[src/rtl/nvs_pkg.sv]
package nvs_pkg;
    typedef enum logic [1:0] {
        SEQ_IDLE = 2'd0,
        SEQ_KEY1 = 2'd1,
        SEQ_KEY2 = 2'd2
    } seq_state_t;

    typedef enum logic [1:0] {
        ACT_NONE     = 2'd0,
        ACT_STORE    = 2'd1,
        ACT_AUTO_ON  = 2'd2,
        ACT_AUTO_OFF = 2'd3
    } seq_act_t;
endpackage

[src/rtl/nvs_cycle_decode.sv]
module nvs_cycle_decode (
    input  logic cyc_stb,
    input  logic ce_n,
    input  logic we_n,
    input  logic nv_n,
    output logic cmd_cyc,
    output logic ram_wr
);
    // command cycle needs all three strobes low
    assign cmd_cyc = cyc_stb && !ce_n && !we_n && !nv_n;
    // ordinary RAM write keeps nonvolatile select high
    assign ram_wr  = cyc_stb && !ce_n && !we_n && nv_n;
endmodule

[src/rtl/nvs_seq_fsm.sv]
module nvs_seq_fsm
    import nvs_pkg::*;
#(
    parameter int            AW        = 9,
    parameter int            DW        = 8,
    parameter logic [AW-1:0] KEY_ADDR1 = 9'h155,
    parameter logic [DW-1:0] KEY_DATA1 = 8'hAA,
    parameter logic [AW-1:0] KEY_ADDR2 = 9'h0AA,
    parameter logic [DW-1:0] KEY_DATA2 = 8'h55,
    parameter logic [DW-1:0] CMD_STORE = 8'h33,
    parameter logic [DW-1:0] CMD_AON   = 8'hCC,
    parameter logic [DW-1:0] CMD_AOFF  = 8'hCD
) (
    input  logic          clk,
    input  logic          rst_n,
    input  logic          cmd_cyc,
    input  logic [AW-1:0] addr,
    input  logic [DW-1:0] data,
    output seq_act_t      act
);
    seq_state_t state, state_nx;
    logic       hit1, hit2, at3;

    assign hit1 = (addr == KEY_ADDR1) && (data == KEY_DATA1);
    assign hit2 = (addr == KEY_ADDR2) && (data == KEY_DATA2);
    assign at3  = (addr == KEY_ADDR1);

    always_ff @(posedge clk or negedge rst_n) begin
        if (!rst_n) state <= SEQ_IDLE;
        else        state <= state_nx;
    end

    always_comb begin
        state_nx = state;
        act      = ACT_NONE;
        unique case (state)
            SEQ_IDLE: if (cmd_cyc && hit1) state_nx = SEQ_KEY1;
            SEQ_KEY1: if (cmd_cyc) state_nx = hit2 ? SEQ_KEY2 : SEQ_IDLE;
            SEQ_KEY2: begin
                if (cmd_cyc) begin
                    state_nx = SEQ_IDLE;
                    if (at3) begin
                        if      (data == CMD_STORE) act = ACT_STORE;
                        else if (data == CMD_AON)   act = ACT_AUTO_ON;
                        else if (data == CMD_AOFF)  act = ACT_AUTO_OFF;
                    end
                end
            end
            default: state_nx = SEQ_IDLE;
        endcase
    end

    // only command cycles move the sequencer
    a_r1_hold_off_cmd: assert property (@(posedge clk) disable iff (!rst_n)
        !cmd_cyc |=> $stable(state));
    // key-two state is reached only from key-one state
    a_r2_key2_entry: assert property (@(posedge clk) disable iff (!rst_n)
        (state == SEQ_KEY2 && $past(state) != SEQ_KEY2) |-> $past(state) == SEQ_KEY1);
    // a command cycle in key2 always ends the sequence
    a_r6_key2_exit: assert property (@(posedge clk) disable iff (!rst_n)
        (state == SEQ_KEY2 && cmd_cyc) |=> state == SEQ_IDLE);
endmodule

[src/rtl/nvs_guard.sv]
module nvs_guard
    import nvs_pkg::*;
(
    input  logic     clk,
    input  logic     rst_n,
    input  logic     ram_wr,
    input  seq_act_t act,
    output logic     store_req,
    output logic     auto_en,
    output logic     wr_seen
);
    always_ff @(posedge clk or negedge rst_n) begin
        if (!rst_n) begin
            wr_seen   <= 1'b0;
            store_req <= 1'b0;
            auto_en   <= 1'b0;
        end else begin
            wr_seen   <= wr_seen | ram_wr;
            store_req <= (act == ACT_STORE) && wr_seen;
            if (act == ACT_AUTO_ON)       auto_en <= 1'b1;
            else if (act == ACT_AUTO_OFF) auto_en <= 1'b0;
        end
    end

    // request is a single-clock pulse
    a_r3_one_clock: assert property (@(posedge clk) disable iff (!rst_n)
        store_req |=> !store_req);
    // no request without a prior RAM write
    a_r5_needs_write: assert property (@(posedge clk) disable iff (!rst_n)
        store_req |-> wr_seen);
    // write-seen flag is sticky
    a_r10_sticky: assert property (@(posedge clk) disable iff (!rst_n)
        wr_seen |=> wr_seen);
    // enable moves only after an enable/disable command
    a_r4_en_source: assert property (@(posedge clk) disable iff (!rst_n)
        !$stable(auto_en) |-> ($past(act) == ACT_AUTO_ON || $past(act) == ACT_AUTO_OFF));
endmodule

[src/rtl/nvs_cmd_seq.sv]
module nvs_cmd_seq
    import nvs_pkg::*;
#(
    parameter int AW = 9,
    parameter int DW = 8
) (
    input  logic          clk,
    input  logic          rst_n,
    input  logic          cyc_stb,
    input  logic          ce_n,
    input  logic          we_n,
    input  logic          nv_n,
    input  logic [AW-1:0] addr,
    input  logic [DW-1:0] data,
    output logic          store_req,
    output logic          auto_en,
    output logic          auto_armed
);
    logic     cmd_cyc, ram_wr, wr_seen;
    seq_act_t act;

    nvs_cycle_decode u_dec (
        .cyc_stb (cyc_stb),
        .ce_n    (ce_n),
        .we_n    (we_n),
        .nv_n    (nv_n),
        .cmd_cyc (cmd_cyc),
        .ram_wr  (ram_wr)
    );

    nvs_seq_fsm #(.AW(AW), .DW(DW)) u_fsm (
        .clk     (clk),
        .rst_n   (rst_n),
        .cmd_cyc (cmd_cyc),
        .addr    (addr),
        .data    (data),
        .act     (act)
    );

    nvs_guard u_guard (
        .clk       (clk),
        .rst_n     (rst_n),
        .ram_wr    (ram_wr),
        .act       (act),
        .store_req (store_req),
        .auto_en   (auto_en),
        .wr_seen   (wr_seen)
    );

    // armed output qualified by write history
    assign auto_armed = auto_en && wr_seen;
endmodule

[config.mk]
export PLATFORM = sky130hd
export DESIGN_NAME = nvs_cmd_seq
export DESIGN_NICKNAME = d
export VERILOG_FILES = /design/src/rtl/nvs_pkg.sv /design/src/rtl/nvs_cycle_decode.sv /design/src/rtl/nvs_seq_fsm.sv /design/src/rtl/nvs_guard.sv /design/src/rtl/nvs_cmd_seq.sv
export SDC_FILE = /design/constraint.sdc
export NUM_CORES = 1
export LEC_CHECK = 0
export BUFFER_PORTS_ARGS = -buffer_cell sky130_fd_sc_hd__buf_2
export CORE_AREA = 10 10 47 49
export CTS_BUF_LIST = sky130_fd_sc_hd__clkbuf_2 sky130_fd_sc_hd__clkbuf_4 sky130_fd_sc_hd__clkbuf_8
export DETAILED_ROUTE_END_ITERATION = 10
export DIE_AREA = 0 0 57 59
export GPL_ROUTABILITY_DRIVEN = 1
export SLEW_MARGIN = 20
export SYNTH_ARGS = -nofsm -noshare
export SYNTH_HDL_FRONTEND = slang
export SYNTH_HIERARCHICAL = 1
export SYNTH_SLANG_ARGS = --single-unit
export TNS_END_PERCENT = 100
[constraint.sdc]
create_clock -name clk -period 1.65 [get_ports clk]
set_clock_uncertainty 0.2 [all_clocks]
set_input_delay 0.0825 -clock clk [delete_from_list [all_inputs] [get_ports clk]]
set_output_delay 0.0825 -clock clk [all_outputs]
set_load 0.03 [all_outputs]
==> flow_summary.toml, run 1 <==
[power_and_ir_drop]
p_per_area_mw_per_mm2 = 516
p_leak_uw = 0.000348
vdd_drop_max_v = 0.000253
total_power_uw = 373

[detailed_routing]
drc = 0
drtIter0Drc = 5
drt_first_pass_iters = 4
wire_per_inst_um = 13.7
viasPerCell = 5.07
postRouteAntennaNets = 0
vias = 487
routed_wl_um = 1310

[finish]
final_common_cell = "buf_2"
final_cell_area_um2 = 723
finish.utilization_pct = 51.6
n_antenna_cell = 0
layout_common_cells = "buf_2, dlygate4sd3_1, dfrtp_1"
nets = 104
drive_gt1_share_pct = 46.3
synthToLayoutAreaGrowth_pct = 76.8

[clock_network]
clk_latency_ps = 250
cts_tree = "built"
root_buffer = "clkbuf_4"
cts_made_buffers = 3
clkSinkCount = 5
clk_pin_slew_ps = 60
ctsHtreeMaxLevel = 1
clockBufferDepth = 2

[worst_setup_path]
crit_path_max_incr_delay_ps = 550
start_kind = "input pin"
cp.required_ps = 1600
arrival_ps = 1490
crit_path_top_delay_cell = "dlygate4sd3_1"
critPathLaunch = "addr[0]"
r2r_start = "u_fsm/state[1]$_DFFE_PN0P_"
crit_chain = "buf_2, dlygate4sd3_1, or4_4, o41ai_4"
reg2reg_depth = 4
path_max_fanout = 2
cp-end-kind = "flop"
criticalPathCategory = "in2reg"

[logic_synthesis]
synth_flop_cell = "dfrtp_1"
synthArstFlopShare_pct = 100
synth_edf_count = 0
netlist_area_um2 = 409
synth_cells = 38
synth_warnings = 6
yosysTopAreaCell = "dfrtp_1"
ys_seq_area_share_pct = 30.6
synthTopCellsByArea = "dfrtp_1, and4bb_1, and4bb_2, nor4b_4, nand4b_1"
yosysUniqueCellTypes = 25
yosysTopAreaCellShare_pct = 30.6
syn-num-nets = 61
ys_seq_elements = 5
syn_avg_cell_area_um2 = 10.8

[sta]
tightest_slew_ps = 316
hold_viol = 0
grt_setup_unrepaired = "false"
report.final.slew_viol_count = 0
finalSetupViolCount = 0
fin_crit_ps = 1540
clock.fmax_ghz = 0.648
worst_hold_slack_ps = 53.8
setup-tns-final_ps = 0
slew_headroom_pct = 78.9
fin_crit_sh_pct = 93.5

[global_routing]
antenna_found_initial = 0
grt-ovfl-total = 0
grt_start_max_net_pins = 8
grt.total_usage_pct = 8.24
grt_pass1_vias = 524
grt_pass1_wl_um = 2150

[die]
die_h_um = 59
die_area_mm2 = 0.00336
pin_count = 26
coreArea_mm2 = 0.00140
die_w_um = 57
std_cell_rows = 14
initial_core_util_pct = 29.2

[placed_design]
place_area_um2 = 562
dp_hpwl_um = 1030
place.gp.congestion = 0.755
port_buffers = 25

[run]
maxCapViolations = 0

[worst_hold_path]
whs_path_depth = 3
hp-class = "in2reg"
min_from = "cyc_stb"

[run_status]
status = "complete, no violations"
metrics by stage:
step | setup WS (ps) | instances
2_1_floorplan | 213 | 38
3_3_place_gp | 80.1 | 80
3_5_place_dp | 71.6 | 80
4_1_cts | 49.4 | 96
5_1_grt | 13.6 | 96
6_report | 107 | 96
state kept, by name, indices dropped and copies added, names as in the netlist:
name               count
u_guard/auto_en        1
u_guard/wr_seen        1
u_fsm/state            2
u_guard/store_req      1
final timing paths:
path	endpoint	slack, ps
hold / removal	u_guard/wr_seen$_DFF_PN0_	50
max in group asynchronous	u_fsm/state[0]$_DFFE_PN0P_	480
setup reg to reg	u_fsm/state[1]$_DFFE_PN0P_	110
hold reg to reg	u_guard/wr_seen$_DFF_PN0_	310
setup / recovery	u_fsm/state[1]$_DFFE_PN0P_	110
min in group asynchronous	u_guard/wr_seen$_DFF_PN0_	560
repair_timing:
| action | CTS | global route |
|---|---|---|
| hold buffers | 12 | 0 |
| gates resized for setup | 0 | 1 |
| endpoints found under the setup margin | 0 | 1 |
| hold endpoints to repair | 7 | 0 |
| buffers inserted | 0 | 0 |
metal layers:
metal / vias up / global-route usage, % / share of wire (%)
li1: 237 / - / -
met1: 229 / 6.47 / 34
met2: 19 / 15.5 / 55
met3: 2 / 3.22 / 8.6
met4: 0 / 7.05 / 1.8
met5: - / 0 / 0
kinds of logic (layout without fill, tap and decap cells):
| family | count (synthesis) | after routing | synth area share, % |
|---|---|---|---|
| mux | 1 | 1 | 2.45 |
| simple gates | 26 | 26 | 55.0 |
| flops | 5 | 5 | 30.6 |
| buf+inv | 1 | 43 | 0.917 |
| compound gates | 5 | 5 | 11.0 |
critical path: cells and delay by family:
family | cells | cell delay (ps)
AOI/OAI and AO/OA | 1 | 210
buffers and inverters | 2 | 650
and+or+nand+nor | 1 | 550
cell usage after synthesis (2+ instances only):
cell,instances
and4bb_2,2
nor2b_1,2
and4bb_1,2
nor2_1,3
nand2_1,2
nand3b_1,2
dfrtp_1,5
a22oi_1,2
nand4b_1,2
final cells by class:
| class | instances | area, um^2 |
|---|---|---|
| inverters | 1 | 3.75 |
| clock buffers | 4 | 30.0 |
| flip-flops and latches | 5 | 125 |
| fillers | 143 | 678 |
| repair buffers | 38 | 253 |
| well taps | 16 | 20.0 |
| multi-input cells | 32 | 292 |
power by group:
group | internal, uW | switching, uW | total, uW
Clock | 109 | 60.8 | 169
Sequential | 124 | 0.970 | 125
Combinational | 50.1 | 28.4 | 78.5
Total | 283 | 90.2 | 373
No activity file was read; power rests on OpenSTA's default activity.
==> inputs of run 2 (changes only) <==
Settings changed: MAX_ROUTING_LAYER from default to met4, REMOVE_ABC_BUFFERS from default to 1.
==> run 2 against run 1 <==
Clock-buffer cell count is the same. First-iteration DRC count is the same. Setup slack is essentially flat. Critical path depth is the same. Die area is the same. Total power is essentially flat. Cell count is the same. Wire length grew 0.31%.
==> flow_summary.toml, run 2 (synthesized netlist as in run 1, its figures left out) <==
[run]
maxCapViolations = 0

[power_and_ir_drop]
p_per_area_mw_per_mm2 = 516
p_leak_uw = 0.000348
vdd_drop_max_v = 0.000253

[detailed_routing]
wl_met3_um = 88
postRouteAntennaNets = 0
wire_per_inst_um = 13.7
drt_first_pass_iters = 4
drtIter0Drc = 5
drc = 0
viasPerCell = 5.07
dr_wl_met2_um = 728
routed_wl_um = 1320
vias = 487
m1WireLength_um = 475
top_layer = "met4"

[finish]
layout_common_cells = "buf_2, dlygate4sd3_1, dfrtp_1"
fill_cells = 143
final_common_cell = "buf_2"
final_cell_area_um2 = 723
largest_register_ffs = 2
drive_gt1_share_pct = 46.3
synthToLayoutAreaGrowth_pct = 76.8
largest_register = "u_fsm/state"
nets = 104
fin_cells = 96
n_antenna_cell = 0

[worst_setup_path]
path_max_fanout = 2
cp.required_ps = 1600
start_kind = "input pin"
criticalPathCategory = "in2reg"
cp-end-kind = "flop"
reg2reg_depth = 4
r2r_start = "u_fsm/state[1]$_DFFE_PN0P_"
arrival_ps = 1490
regToRegEndpoint = "u_fsm/state[1]$_DFFE_PN0P_"
worst-r2r-setup-slack_ps = 110

[placed_design]
place_area_um2 = 562
place_inst = 80
place.gp.congestion = 0.765
dp_hpwl_um = 1030
port_buffers = 25

[clock_network]
clockBufferDepth = 2
cts_tree = "built"
clk_latency_ps = 250
cts_made_buffers = 3
ctsHtreeMaxLevel = 1
postCtsSetupBuffers = 0
root_buffer = "clkbuf_4"
clk_pin_slew_ps = 60
clkSinkCount = 5

[sta]
clock.fmax_ghz = 0.648
report.final.slew_viol_count = 0
grt_setup_unrepaired = "false"
fin_crit_sh_pct = 93.5
tightest_slew_ps = 316
fin_crit_ps = 1540
finalSetupViolCount = 0
hold_viol = 0
slew_headroom_pct = 78.9
setup-tns-final_ps = 0

[die]
initial_core_util_pct = 29.2
die_h_um = 59
coreArea_mm2 = 0.00140
std_cell_rows = 14
pin_count = 26
die_area_mm2 = 0.00336
die_w_um = 57

[worst_hold_path]
min_from = "cyc_stb"
hp-class = "in2reg"
whs_path_depth = 3
hold_path_end = "u_guard/wr_seen$_DFF_PN0_"

[global_routing]
grt_start_max_net_pins = 8
antenna_found_initial = 0
grt_pass1_vias = 524
grt-ovfl-total = 0
grt.total_usage_pct = 8.47
grt_pass1_wl_um = 2150

[run_status]
status = "complete, no violations"
-- run 2: cell counts in the layout (fill, tap and decap cells not counted) --
No cell type changed its count.
-- run 2: worst max path at each step --
| stage | start | to | slack (ps) |
|---|---|---|---|
| after floorplan | ce_n | u_fsm/state[1]$_DFFE_PN0P_ | 210 |
| after global placement | ce_n | u_fsm/state[1]$_DFFE_PN0P_ | 80 |
| after detailed placement | addr[5] | u_guard/auto_en$_DFFE_PN0P_ | 70 |
| after CTS | addr[0] | u_fsm/state[1]$_DFFE_PN0P_ | 50 |
| after global routing | u_fsm/state[0]$_DFFE_PN0P_ | u_fsm/state[1]$_DFFE_PN0P_ | 10 |
| final | addr[0] | u_fsm/state[1]$_DFFE_PN0P_ | 110 |
-- run 2: final cells by class --
cell class | instances | area [um^2] | share of cell area, %
Clock buffer | 4 | 30.0 | 4.15
Inverter | 1 | 3.75 | 0.519
Multi-Input combinational cell | 32 | 292 | 40.3
Sequential cell | 5 | 125 | 17.3
Tap cell | 16 | 20.0 | 2.77
Timing Repair Buffer | 38 | 253 | 34.9
-- run 2: repair_timing --
action | CTS | global route
endpoints found under the hold margin | 7 | 0
resized for setup | 0 | 1
hold buffers | 12 | 0
setup endpoints to repair | 0 | 1
-- run 2: worst max-delay path, cell delays in order --
cell and delay [ps]:
buf_2 100, dlygate4sd3_1 550, or4_4 550, o41ai_4 210
-- run 2: layer usage --
metal	track usage [%]	vias to the layer above
met2	15.5	19
met4	7.05	0
met3	2.58	2
met1	6.83	228
li1	-	238
met5	-	-
-- run 2: through the flow --
stage	hold WS [ps]	total power, uW	utilization (%)	setup WS, ps
3_5_place_dp	-292	184	40.1	71.6
3_3_place_gp	-295	182	40.1	80.1
5_1_grt	69.0	393	51.6	13.6
4_1_cts	63.7	376	50.8	49.4
6_report	53.8	373	51.6	107
2_1_floorplan	-413	145	-	213
-- run 2: where the power goes --
group          internal, uW  switching (uW)  total, uW
clock network           109            60.8        169
logic                  50.1            28.5       78.6
registers               124           0.970        125
total                   283            90.2        373
==> inputs of run 3 (changes only) <==
Settings changed: ABC_AREA from default to 1, CELL_PAD_IN_SITES_DETAIL_PLACEMENT from default to 1, CELL_PAD_IN_SITES_GLOBAL_PLACEMENT from default to 2, CORE_AREA 10 10 47 49 to default, CORE_MARGIN from default to 10, CORE_UTILIZATION from default to 20, DIE_AREA 0 0 57 59 to default, PLACE_DENSITY from default to 0.88.
==> run 3 against run 2 <==
Sequential power barely moved. Utilization shrank 20 points. Final area fell by 2.8%. Via count rose by 31%. Synthesized cell count is 130% higher. Non-clock buffer count decreased by 10. Cell count increased by 54%. Highest routed layer unchanged. Clock power shrank 3%. First-iteration DRC count did not move. Critical path type is now reg2reg.
==> flow_summary.toml, run 3 <==
[worst_setup_path]
criticalPathCategory = "reg2reg"
r2r_start = "u_fsm/state[0]$_DFFE_PN0P_"
cp.required_ps = 1590
path_max_fanout = 3
worst-r2r-setup-slack_ps = 160
cp-end-kind = "flop"
critPathLaunch = "u_fsm/state[0]$_DFFE_PN0P_"
reg2reg_depth = 8
arrival_ps = 1440
start_kind = "flop"
regToRegEndpoint = "u_guard/auto_en$_DFFE_PN0P_"

[placed_design]
place.gp.congestion = 0.822
port_buffers = 25
dp_hpwl_um = 1430
place_area_um2 = 643

[detailed_routing]
routed_wl_um = 1600
drc = 0
vias = 637
postRouteAntennaNets = 0
viasPerCell = 4.30
drt_first_pass_iters = 2
drtIter0Drc = 5
wire_per_inst_um = 10.8

[logic_synthesis]
synth.area.mux_share_pct = 0
synth-adder-area-share_pct = 0
synthArstFlopShare_pct = 100
yosysUniqueCellTypes = 13
synth_compound_area_share_pct = 2.33
synth.most_common_cell = "nand2_1"
synth_xor_area_share_pct = 0
synth_warnings = 6
syn_avg_cell_area_um2 = 5.49
yosysTopAreaCell = "dfrtp_1"
synth_cells = 88
synth_edf_count = 0
ys_top_cells_by_count = "nand2_1, inv_1, nor2_1, nand3_1, dfrtp_1"
synth_top_family_by_area = "simple AND/OR/NAND/NOR gates"
ys_seq_elements = 5
synth_flop_cell = "dfrtp_1"
yosysTopAreaCellShare_pct = 25.9
ys_seq_area_share_pct = 25.9
synth_simple_gate_area_share_pct = 56.2
synthTopCellsByArea = "dfrtp_1, nand2_1, inv_1, nor2_1, nand3_1"
netlist_area_um2 = 483

[clock_network]
cts_tree = "built"
clk_latency_ps = 250
cts_resized = 0
ctsHtreeMaxLevel = 1
cts_made_buffers = 3
root_buffer = "clkbuf_4"
clk_pin_slew_ps = 40
clkSinkCount = 5
clockBufferDepth = 2

[sta]
report.final.slew_viol_count = 0
slew_headroom_pct = 78.4
hold_viol = 0
grt_setup_unrepaired = "false"
setup-tns-final_ps = 0
finalSetupViolCount = 0
fin_crit_ps = 1490
fin_crit_sh_pct = 90.6
clock.fmax_ghz = 0.669
tightest_slew_ps = 322

[finish]
final_cell_area_um2 = 703
synthToLayoutAreaGrowth_pct = 45.6
fill_cells = 325
layout_common_cells = "nand2_1, buf_2, inv_1, nor2_1, nand3_1"
nets = 144
drive_gt1_share_pct = 28.3
largest_register_ffs = 2
n_antenna_cell = 0
largest_register = "u_fsm/state"

[die]
die_h_um = 69.1
std_cell_rows = 17
initial_core_util_pct = 21.4
die_w_um = 69.1
die_area_mm2 = 0.00478
coreArea_mm2 = 0.00225
pin_count = 26

[global_routing]
antenna_found_initial = 0
grt_pass1_vias = 740
grt_start_max_net_pins = 6
grt_pass1_wl_um = 3060
grt-ovfl-total = 0
grt.total_usage_pct = 7.66

[worst_hold_path]
whs_path_depth = 4
hold_path_end = "u_guard/wr_seen$_DFF_PN0_"
min_from = "cyc_stb"
hp-class = "in2reg"

[power_and_ir_drop]
vdd_drop_max_v = 0.000257
p_leak_uw = 0.000420
p_per_area_mw_per_mm2 = 514

[run_status]
status = "complete, no violations"

[run]
maxCapViolations = 0
run 3: changes by cell type after synthesis, sizes merged, moves of 2 or more:
cell    delta
nand2     +23
inv       +19
nor2      +18
nand3      +8
and4bb     -4
nand4      +3
a21oi      -2
a22oi      -2
nand3b     -2
nand4b     -2
nor2b      -2
nor3       +2
nor4b      -2
run 3: cell type report:
class	instances	area (um^2)	share of cell area, %
flip-flops and latches	5	125	17.8
inverters	20	75.1	10.7
clock buffers	4	30.0	4.27
well taps	28	35.0	4.98
multi-input cells	63	283	40.2
repair buffers	28	155	22.1
run 3: worst max-delay path by stage:
stage / end / slack, ps / cells after the start
final: u_guard/auto_en$_DFFE_PN0P_ / 160 / 8
after global routing: u_guard/auto_en$_DFFE_PN0P_ / 7 / 8
after CTS: u_guard/auto_en$_DFFE_PN0P_ / 160 / 8
after detailed placement: u_guard/auto_en$_DFFE_PN0P_ / 170 / 8
after global placement: u_guard/auto_en$_DFFE_PN0P_ / 280 / 6
after floorplan: u_guard/auto_en$_DFFE_PN0P_ / 330 / 6
run 3: worst max-delay path: stages, from the launching register on:
cell     delay, ps
dfrtp_1        390
inv_1          110
nand3_1        130
nor3_1         250
nand2_1         80
nand2_1         90
inv_1           40
nand2_1         50
nand2_1         50
run 3: per-layer routing:
layer | global-route usage [%] | vias up | share of wire, % | wire [um]
met5 | - | - | 0 | 0
met3 | 2.57 | 4 | 4.2 | 67
met4 | 3.99 | 0 | 1.9 | 31
met1 | 6.96 | 291 | 39 | 619
met2 | 13.8 | 13 | 55 | 884
li1 | - | 329 | - | -
run 3: what timing repair did:
| action | 4_1_cts | 5_1_grt |
|---|---|---|
| hold buffers | 3 | 0 |
| buffers inserted | 0 | 0 |
| endpoints found under the hold margin | 6 | 0 |
run 3: metrics by stage:
step / power, uW / hold WS (ps) / worst slack (ps) / std cells / utilization [%]
floorplan: 153 / -413 / 334 / 88 / -
global placement: 191 / -296 / 284 / 141 / 28.5
detailed placement: 194 / -289 / 167 / 141 / 28.5
CTS: 367 / 7.47 / 161 / 148 / 31.2
global route: 384 / 34.1 / 7.19 / 148 / 31.2
finish: 361 / 5.06 / 155 / 148 / 31.2
run 3: power by group:
part           leakage [uW]  internal, uW  switching, uW
clock network     0.0000184           108           56.2
logic              0.000336          34.4           37.2
registers         0.0000649           124          0.979
run 3: cell families (layout without fill, tap and decap cells):
group                  count (synthesis)  after routing
and+or+nand+nor                       62             62
buffers and inverters                 20             52
DFF                                    5              5
AOI/OAI and AO/OA                      1              1
